### src/rtl/hsu_rx_pkg.sv
package hsu_rx_pkg;
    localparam int OSR     = 14;
    localparam int DATA_W  = 8;
    localparam int OFS_W   = 5;
    localparam int PH_W    = 4;
    localparam int BIDX_W  = 4;
    localparam int STOP_IX = DATA_W + 1;

    // One queue/read word: {break, frame error, empty, data}
    typedef struct packed {
        logic              brk;
        logic              ferr;
        logic              empty;
        logic [DATA_W-1:0] data;
    } rx_word_t;

    typedef enum logic [1:0] {
        ST_IDLE,
        ST_ACTIVE,
        ST_HOLD_LOW
    } rx_state_t;

    // The offset counts ticks from the start edge to the first data sample;
    // the phase within a bit is therefore offset - OSR, clamped to one bit.
    function automatic logic [PH_W-1:0] sample_phase(input logic [OFS_W-1:0] ofs);
        if (int'(ofs) < OSR)
            return '0;
        else if (int'(ofs) > 2 * OSR - 1)
            return PH_W'(OSR - 1);
        else
            return PH_W'(int'(ofs) - OSR);
    endfunction
endpackage

### src/rtl/hsu_rx_baud.sv
module hsu_rx_baud #(
    parameter int RATE_W = 8
) (
    input  logic              clk,
    input  logic              rst,
    input  logic [RATE_W-1:0] rate_i,
    input  logic              restart_i,
    output logic              tick_o
);
    logic [RATE_W-1:0] cnt;

    assign tick_o = (cnt == rate_i) && !restart_i;

    always_ff @(posedge clk) begin
        if (rst || restart_i)
            cnt <= '0;
        else if (cnt == rate_i)
            cnt <= '0;
        else
            cnt <= cnt + 1'b1;
    end
endmodule

### src/rtl/hsu_rx_frame.sv
module hsu_rx_frame
    import hsu_rx_pkg::*;
(
    input  logic            clk,
    input  logic            rst,
    input  logic            rxd_i,
    input  logic            tick_i,
    input  logic [PH_W-1:0] samp_ph_i,
    output logic            restart_o,
    output logic            char_vld_o,
    output rx_word_t        char_o
);
    logic              rx_s1, rx_s2, rx_prev;
    logic              fall;
    rx_state_t         state;
    logic [PH_W-1:0]   ph;
    logic [BIDX_W-1:0] bidx;
    logic [DATA_W-1:0] sh;
    logic              at_sample;

    assign fall      = rx_prev && !rx_s2;
    assign restart_o = (state == ST_IDLE) && fall;
    assign at_sample = tick_i && (ph == samp_ph_i);

    always_ff @(posedge clk) begin
        if (rst) begin
            rx_s1   <= 1'b1;
            rx_s2   <= 1'b1;
            rx_prev <= 1'b1;
        end else begin
            rx_s1   <= rxd_i;
            rx_s2   <= rx_s1;
            rx_prev <= rx_s2;
        end
    end

    always_ff @(posedge clk) begin
        if (rst) begin
            state      <= ST_IDLE;
            ph         <= '0;
            bidx       <= '0;
            sh         <= '0;
            char_vld_o <= 1'b0;
            char_o     <= '0;
        end else begin
            char_vld_o <= 1'b0;
            case (state)
                ST_IDLE: begin
                    if (fall) begin
                        state <= ST_ACTIVE;
                        ph    <= '0;
                        bidx  <= '0;
                    end
                end
                ST_ACTIVE: begin
                    if (at_sample) begin
                        if (bidx == '0) begin
                            if (rx_s2)
                                state <= ST_IDLE;
                        end else if (int'(bidx) < STOP_IX) begin
                            sh <= {rx_s2, sh[DATA_W-1:1]};
                        end else begin
                            char_vld_o   <= 1'b1;
                            char_o.data  <= sh;
                            char_o.empty <= 1'b0;
                            char_o.ferr  <= !rx_s2 && (sh != '0);
                            char_o.brk   <= !rx_s2 && (sh == '0);
                            state        <= (!rx_s2 && (sh == '0)) ? ST_HOLD_LOW : ST_IDLE;
                        end
                    end
                    if (tick_i) begin
                        if (int'(ph) == OSR - 1) begin
                            ph   <= '0;
                            bidx <= bidx + 1'b1;
                        end else begin
                            ph <= ph + 1'b1;
                        end
                    end
                end
                ST_HOLD_LOW: begin
                    if (rx_s2)
                        state <= ST_IDLE;
                end
                default: state <= ST_IDLE;
            endcase
        end
    end
endmodule

### src/rtl/hsu_rx_fifo.sv
module hsu_rx_fifo
    import hsu_rx_pkg::*;
#(
    parameter int DEPTH = 64,
    localparam int AW = $clog2(DEPTH),
    localparam int CW = $clog2(DEPTH + 1)
) (
    input  logic          clk,
    input  logic          rst,
    input  logic          push_i,
    input  rx_word_t      push_word_i,
    input  logic          pop_req_i,
    output rx_word_t      head_o,
    output logic [CW-1:0] count_o,
    output logic          ovr_o
);
    localparam logic [AW-1:0] LAST = AW'(DEPTH - 1);

    rx_word_t        mem [DEPTH];
    logic [AW-1:0]   wp, rp;
    logic            pop, push_ok, full;

    assign full    = (int'(count_o) == DEPTH);
    assign pop     = pop_req_i && (count_o != '0);
    assign push_ok = push_i && (!full || pop);

    always_comb begin
        if (count_o == '0) begin
            head_o       = '0;
            head_o.empty = 1'b1;
        end else begin
            head_o = mem[rp];
        end
    end

    always_ff @(posedge clk) begin
        if (push_ok)
            mem[wp] <= push_word_i;
    end

    always_ff @(posedge clk) begin
        if (rst) begin
            wp      <= '0;
            rp      <= '0;
            count_o <= '0;
            ovr_o   <= 1'b0;
        end else begin
            ovr_o <= push_i && !push_ok;
            if (push_ok)
                wp <= (wp == LAST) ? '0 : wp + 1'b1;
            if (pop)
                rp <= (rp == LAST) ? '0 : rp + 1'b1;
            case ({push_ok, pop})
                2'b10:   count_o <= count_o + 1'b1;
                2'b01:   count_o <= count_o - 1'b1;
                default: count_o <= count_o;
            endcase
        end
    end
endmodule

### src/rtl/hsu_rx_path.sv
module hsu_rx_path
    import hsu_rx_pkg::*;
#(
    parameter int              DEPTH    = 64,
    parameter int              RATE_W   = 8,
    parameter int              LVL_W    = 8,
    parameter logic [RATE_W-1:0] RATE_RST = '1,
    parameter logic [OFS_W-1:0]  OFS_RST  = 5'd20
) (
    input  logic                clk,
    input  logic                rst,
    input  logic                rxd_i,
    input  logic                cfg_wr_i,
    input  logic [RATE_W-1:0]   cfg_rate_i,
    input  logic [OFS_W-1:0]    cfg_offset_i,
    input  logic                rd_i,
    output logic [10:0]         rd_data_o,
    input  logic [LVL_W-1:0]    tx_level_i,
    output logic [2*LVL_W-1:0]  level_o,
    output logic                ovr_o
);
    localparam int CW = $clog2(DEPTH + 1);

    logic [RATE_W-1:0] rate_q;
    logic [OFS_W-1:0]  ofs_q;
    logic              tick, restart, char_vld;
    rx_word_t          char_w, head;
    logic [CW-1:0]     rx_count;

    always_ff @(posedge clk) begin
        if (rst) begin
            rate_q <= RATE_RST;
            ofs_q  <= OFS_RST;
        end else if (cfg_wr_i) begin
            rate_q <= cfg_rate_i;
            ofs_q  <= cfg_offset_i;
        end
    end

    hsu_rx_baud #(.RATE_W(RATE_W)) u_baud (
        .clk       (clk),
        .rst       (rst),
        .rate_i    (rate_q),
        .restart_i (restart),
        .tick_o    (tick)
    );

    hsu_rx_frame u_frame (
        .clk        (clk),
        .rst        (rst),
        .rxd_i      (rxd_i),
        .tick_i     (tick),
        .samp_ph_i  (sample_phase(ofs_q)),
        .restart_o  (restart),
        .char_vld_o (char_vld),
        .char_o     (char_w)
    );

    hsu_rx_fifo #(.DEPTH(DEPTH)) u_fifo (
        .clk         (clk),
        .rst         (rst),
        .push_i      (char_vld),
        .push_word_i (char_w),
        .pop_req_i   (rd_i),
        .head_o      (head),
        .count_o     (rx_count),
        .ovr_o       (ovr_o)
    );

    assign rd_data_o = head;
    assign level_o   = {tx_level_i, LVL_W'(rx_count)};
endmodule

### config.mk
export PLATFORM = sky130hd
export DESIGN_NAME = hsu_rx_path
export DESIGN_NICKNAME = d
export VERILOG_FILES = /design/src/rtl/hsu_rx_pkg.sv /design/src/rtl/hsu_rx_baud.sv /design/src/rtl/hsu_rx_frame.sv /design/src/rtl/hsu_rx_fifo.sv /design/src/rtl/hsu_rx_path.sv
export SDC_FILE = /design/constraint.sdc
export NUM_CORES = 1
export LEC_CHECK = 0
export ABC_AREA = 1
export BUFFER_PORTS_ARGS = -buffer_cell sky130_fd_sc_hd__buf_2
export CAP_MARGIN = 20
export CORE_MARGIN = 5
export CORE_UTILIZATION = 45
export DETAILED_ROUTE_END_ITERATION = 8
export GPL_TIMING_DRIVEN = 0
export SETUP_SLACK_MARGIN = 0.4
export SYNTH_ARGS = -nofsm -noshare
export SYNTH_HDL_FRONTEND = slang
export SYNTH_SLANG_ARGS = --single-unit
### constraint.sdc
create_clock -name clk -period 3.3 [get_ports clk]
set_input_delay 0.33 -clock clk [delete_from_list [all_inputs] [get_ports clk]]
set_output_delay 0.33 -clock clk [all_outputs]
set_load 0.02 [all_outputs]
== Word-level counts from Yosys, hierarchy flattened ==
Memories as Yosys holds them, arrays and structs flattened. A register that Yosys moved wholly into a read port is not among the register bits.
Cells that the tools add are included.
Word-level totals
  memories kept: 1
  output and inout bits: 28
  bits of input ports: 26
  logic and storage cells: 104
  memory bits (writable): 640
  register bits: 73
Memory list
  u_fifo.mem: words 64, width 10, rd ports 1, clocked after memory_dff 1, wr ports 1, RTL line hsu_rx_fifo.sv:19  | rx_word_t mem [DEPTH];
Cells by class
  equality and inequality tests: 15
  bitwise gates (word level): 4
  reductions and logical operators: 30
  mux-type cells: 25
  add/sub/neg operators: 8
  order comparisons: 3
Operator list (number)
  4-bit 2-to-1 mux: 7
  6-bit 2-to-1 mux: 4
  4-bit case mux with 2 select lines: 2
  7-bit case mux with 2 select lines: 1
  6-bit by 1-bit adder with 6-bit output, second input constant: 2
  6-bit equality test, second input constant: 2
  2-bit 2-to-1 mux: 6
  4-bit AND reduction: 3
  11-bit 2-to-1 mux: 1
  1-bit logical AND: 9
  4-bit by 1-bit adder with 4-bit output, second input constant: 2
  8-bit by 1-bit adder with 8-bit output, second input constant: 1
  8-bit equality test: 1
  8-bit logical NOT: 1
  2-bit by 1-bit != test with 1-bit output, second input constant: 4
  8-bit nonzero test: 1
  7-bit by 1-bit adder with 7-bit output, second input constant: 1
  7-bit equality test, second input constant: 1
  7-bit logical NOT: 1
  7-bit nonzero test: 1
  7-bit by 1-bit subtractor with 7-bit output, second input constant: 1
  2-bit case mux with 3 select lines: 1
  3-bit AND reduction: 2
  5-bit > comparator, second input constant: 1
  17 further kinds: 29

== Longest topological paths before layout ==
  depth in word-level cells: 8
  gate-level depth with buffers: 17
  gate-level depth less buffers: 17

== Hierarchy ==
Synthesis repeated with hierarchy kept, for this count alone.
Unflattened totals
  cells, all modules: 2996
  area, all modules: 32757.7 µm²
By module, submodules not included
  hsu_rx_fifo: instances 1, area each 29919.9 µm², seq. area each 21660.8 µm², cells an instance 2581
  hsu_rx_frame: instances 1, area each 1720.4 µm², seq. area each 640.6 µm², cells an instance 256
  hsu_rx_path: instances 1, area each 638.1 µm², seq. area each 260.2 µm², cells an instance 87
  hsu_rx_baud: instances 1, area each 479.2 µm², seq. area each 160.2 µm², cells an instance 72

== Least setup slack after synthesis ==
Ideal clock, no wire load.
  path type: reg-to-reg
  start: register u_fifo.count_o[1]
  end: register u_fifo.count_o[6]
  required time: 3229 ps
  period minus slack after synthesis: 2546 ps
  slack: 754 ps
  setup time: 71 ps
  stages on the path, launching flop included: 17
  path buffers: 0
  arrival: 2475 ps
  path through: dfxtp_1 -> inv_1 -> nand4_1 -> nor3_1 -> nor2_1 -> ha_1 -> inv_1 -> fa_1 -> o21ai_0 -> nand2_1 -> nand2_1 -> a21oi_1 -> inv_1 -> nand2_1 -> nand2_1 -> nand2_1 -> a21oi_1
Between the ends
  word-level cells in the longest chain between the ends: 6
  elaborated cells between the ends (all ways): 12
  classes of those cells: add/sub: 2; eq/ne: 3; mux: 1; reduce/logical: 6
RTL lines
  start: declaration: RTL line hsu_rx_fifo.sv:14  | output logic [CW-1:0] count_o,
  start signal: assignment: RTL line hsu_rx_fifo.sv:54  | 2'b10: count_o <= count_o + 1'b1;
  start signal: assignment: RTL line hsu_rx_fifo.sv:55  | 2'b01: count_o <= count_o - 1'b1;
  start signal: assignment: RTL line hsu_rx_fifo.sv:56  | default: count_o <= count_o;
  7-bit equality test / 7-bit nonzero test (equally long branches): RTL line hsu_rx_fifo.sv:23, hsu_rx_fifo.sv:24
  1-bit logical NOT / 1-bit logical AND (equally long branches): RTL line hsu_rx_fifo.sv:25, hsu_rx_fifo.sv:24
  1-bit logical OR: RTL line hsu_rx_fifo.sv:25  | assign push_ok = push_i && (!full || pop);
  1-bit logical AND: RTL line hsu_rx_fifo.sv:25
  2-bit by 1-bit equality test with 1-bit output / 2-bit equality test (equally long branches): RTL line hsu_rx_fifo.sv:53  | case ({push_ok, pop})
  7-bit case mux with 2 select lines / 2-bit nonzero test (equally long branches)
Several ways; a longest one is shown, not always the timed one.
A chain may end at the register's enable or synchronous reset.

==> flow_summary.json <==
{
  "crit_family": "buffers and inverters",
  "path_max_fanout": 8,
  "post-route-util_pct": 56.0,
  "max_freq_ghz": 0.318,
  "end_kind": "output pin",
  "synth_fp_nets": 2781,
  "async_reset_ff_share_pct": 0,
  "yosys_warnings": 0,
  "fin_worst_skew_ns": 0.0206,
  "grt_max_degree": 66,
  "syn_inst": 2739,
  "syn_to_final_growth_pct": 23.5,
  "p_leak_nw": 14.5,
  "hold_path.class": "in2reg",
  "min_period_over_period_pct": 95.2,
  "required_ns": 2.97,
  "drt-pass1-iter-count": 5,
  "port_buffers": 44,
  "critical_path.most_common_cell": "nand2_1",
  "tightest_slew_ns": 0.956,
  "ys_seq_area_share_pct": 69.8,
  "wirelength_mm": 101,
  "die_w_um": 267,
  "grt-ovfl-total": 0,
  "yosysUniqueCellTypes": 37,
  "synth_area_leader_cell": "edfxtp_1",
  "timing.hold.ws_ns": 0.0259,
  "slowest_stage": "dfxtp_2",
  "slew_headroom_pct": 36.3,
  "grt_pass1_wl_mm": 144,
  "die_area_sq_mm": 0.0715,
  "hp-start": "cfg_wr_i",
  "syn_area_per_cell_sq_um": 10.9,
  "r2r_slack_ns": 0.63,
  "synth_edf_count": 640,
  "clkLatencyLatePin_ns": 0.63,
  "place.gp.congestion": 0.964,
  "rows": 94,
  "critical_path_class": "reg2out",
  "htree_levels": 3,
  "critical_path_arrival_ns": 2.81,
  "vias_per_cell": 5.76,
  "ir_worst_vdd_uv": 440,
  "initial_utilization_pct": 45.3,
  "path_depth": 14,
  "cts_root_buffer": "clkbuf_16",
  "synth_top_area_share_pct": 64.5,
  "finalSetupTns_ns": 0,
  "crit_path_max_incr_delay_ns": 0.35,
  "hold_viol": 0,
  "vias": 22500,
  "cp.buffers_inverters": 6,
  "drtIter0Drc": 3008,
  "period_needed_ns": 3.14,
  "worst_r2r_endpoint": "u_fifo.count_o[5]$_SDFFE_PP0P_",
  "clk_pin_slew_ns": 0.06,
  "rsz0062_at_grt": "yes",
  "fillCellCount": 5375,
  "yosysMostFrequentCell": "nand2_1",
  "drive_above_1_share_pct": 20.2,
  "synth_area_leaders": "edfxtp_1, nand2_1, nand3_1",
  "fin_cells": 3907,
  "first_global_vias": 21300,
  "ys_ff_latch": 719,
  "crit_path_cell_trace": "buf_12 -> buf_6 -> buf_16 -> buf_8 -> buf_8 -> nand2_1 -> nand3_1 -> nand3_1 -> nand2_1 -> nand2_1 -> nand2_1 -> o211ai_1 -> a21oi_4 -> buf_6",
  "cts_buffers": 76,
  "post_drt_wl_per_cell_um": 25.8,
  "clock_path_buffers": 3,
  "timing.rr.start": "u_fifo.count_o[1]$_SDFFE_PP0P_",
  "status": "complete, no violations",
  "drv_slew": 0,
  "whs_path_depth": 3,
  "drc": 0,
  "cap_violations": 0,
  "cp-start-kind": "flip-flop",
  "hpwl_mm": 68.8,
  "ant_nets": 0,
  "syn-cell-area_sq_mm": 0.0298,
  "io_pins": 54,
  "rr_worst_depth": 14,
  "setup_viol": 0,
  "synthTopCellsByCount": "nand2_1, edfxtp_1, nand3_1",
  "cts_tree": "yes",
  "core_area_sq_mm": 0.0657,
  "dp.cells": 3707,
  "die_h_um": 267,
  "cellPowerDensity_mw_per_mm2": 725,
  "synth_ff_type": "edfxtp_1",
  "antenna_found_initial": 0,
  "fin_nets": 3030,
  "grt_usage_pct": 27.6,
  "holdPathEnd": "ofs_q[0]$_SDFFE_PP0P_",
  "clkSinkCount": 719
}
[worst register-to-register path, stage by stage, from the launching register on]
cell	delay, ns
dfxtp_1	0.35
inv_1	0.11
nand4_1	0.19
nor3_2	0.27
nor2_2	0.09
inv_2	0.13
ha_4	0.21
ha_1	0.29
a21oi_1	0.16
nand2_1	0.10
a21oi_1	0.17
o21ai_0	0.12
xor2_1	0.16
o21ai_0	0.17
inv_1	0.05
[state kept, by name, summed over array words and instances, names as in the netlist, 2 cells and up, named ones only]
name            count
u_fifo.mem        640
u_frame.char_o     10
rate_q              8
u_baud.cnt          8
u_frame.sh          8
u_fifo.count_o      7
u_fifo.rp           6
u_fifo.wp           6
ofs_q               5
u_frame.bidx        4
u_frame.ph          4
u_frame.state       2
[kinds of logic (layout without fill, tap and decap cells)]
kind of cell	after synthesis	in the layout	share of synthesized area, %
fa+ha+maj	16	16	0.697
compound gates	160	160	2.92
flops	719	719	69.8
simple gates	1583	1583	22.5
xor+xnor	8	8	0.235
buf+inv	252	555	3.83
other cells	1	2	0.0126
[cells in the final DEF, fill, tap and decap left out, types with 64 or more instances in the layout]
cell type / n
a21oi_1: 71
buf_4: 76
buf_6: 75
clkbuf_16: 79
dfxtp_1: 68
edfxtp_1: 640
inv_1: 77
nand2_1: 852
nand3_1: 425
nand3_2: 64
nor2_1: 128
[routing by layer]
layer  up-vias  track usage (%)  wire [um]
met3       260             6.27      11000
met4         2             10.7       4350
met1     11000             38.1      39600
met5         -                0         68
met2      1292             43.1      45800
li1       9989                -          -
[worst max path at each step]
stage	start	to	slack (ns)
final	flip-flop	rd_data_o[10]	0.16
after CTS	flip-flop	rd_data_o[10]	0.15
after floorplan	u_fifo.count_o[1]$_SDFFE_PP0P_	u_fifo.count_o[6]$_SDFFE_PP0P_	0.75
after detailed placement	u_fifo.count_o[1]$_SDFFE_PP0P_	u_fifo.count_o[6]$_SDFFE_PP0P_	-0.25
after global placement	u_fifo.count_o[1]$_SDFFE_PP0P_	u_fifo.mem[24][8]$_DFFE_PP_	-0.38
after global routing	flip-flop	rd_data_o[10]	0.10
[metrics by stage]
| step | total power, mW | setup slack [ns] | instance area [sq um] |
|---|---|---|---|
| after floorplan | 13.5 | 0.754 | 29800 |
| after global placement | 15.9 | -0.383 | 31100 |
| after detailed placement | 16.0 | -0.253 | 31900 |
| after CTS | 26.0 | 0.148 | 36200 |
| after global routing | 27.5 | 0.101 | 36800 |
| final | 26.7 | 0.159 | 36800 |
[report_power, final]
group	leakage (nW)	internal (mW)	switching, mW	total, mW
clock network	1.17	4.96	3.53	8.49
registers	7.79	9.84	0.0737	9.91
logic	5.54	3.04	5.22	8.25
total	14.5	17.8	8.82	26.7
[what timing repair did]
item,CTS,global route
endpoints found under the setup margin,245,154
cloned,7,2
resized for setup,399,113
pin swaps,33,56
hold buffers,14,0
endpoints found under the hold margin,14,0
setup buffers,35,8
[area by class of cell]
| type | count | area, sq um | area share (%) |
|---|---|---|---|
| antenna | 1 | 2.50 | 0.00680 |
| buffer | 160 | 1690 | 4.59 |
| clock buffer | 97 | 2030 | 5.52 |
| clock inverter | 35 | 382 | 1.04 |
| inverter | 92 | 372 | 1.01 |
| multi-input combinational | 1768 | 8580 | 23.3 |
| sequential | 719 | 20800 | 56.6 |
| tap | 864 | 1080 | 2.94 |
| timing repair buffer | 171 | 1840 | 5.00 |
Power figures use the tool's default switching activity.
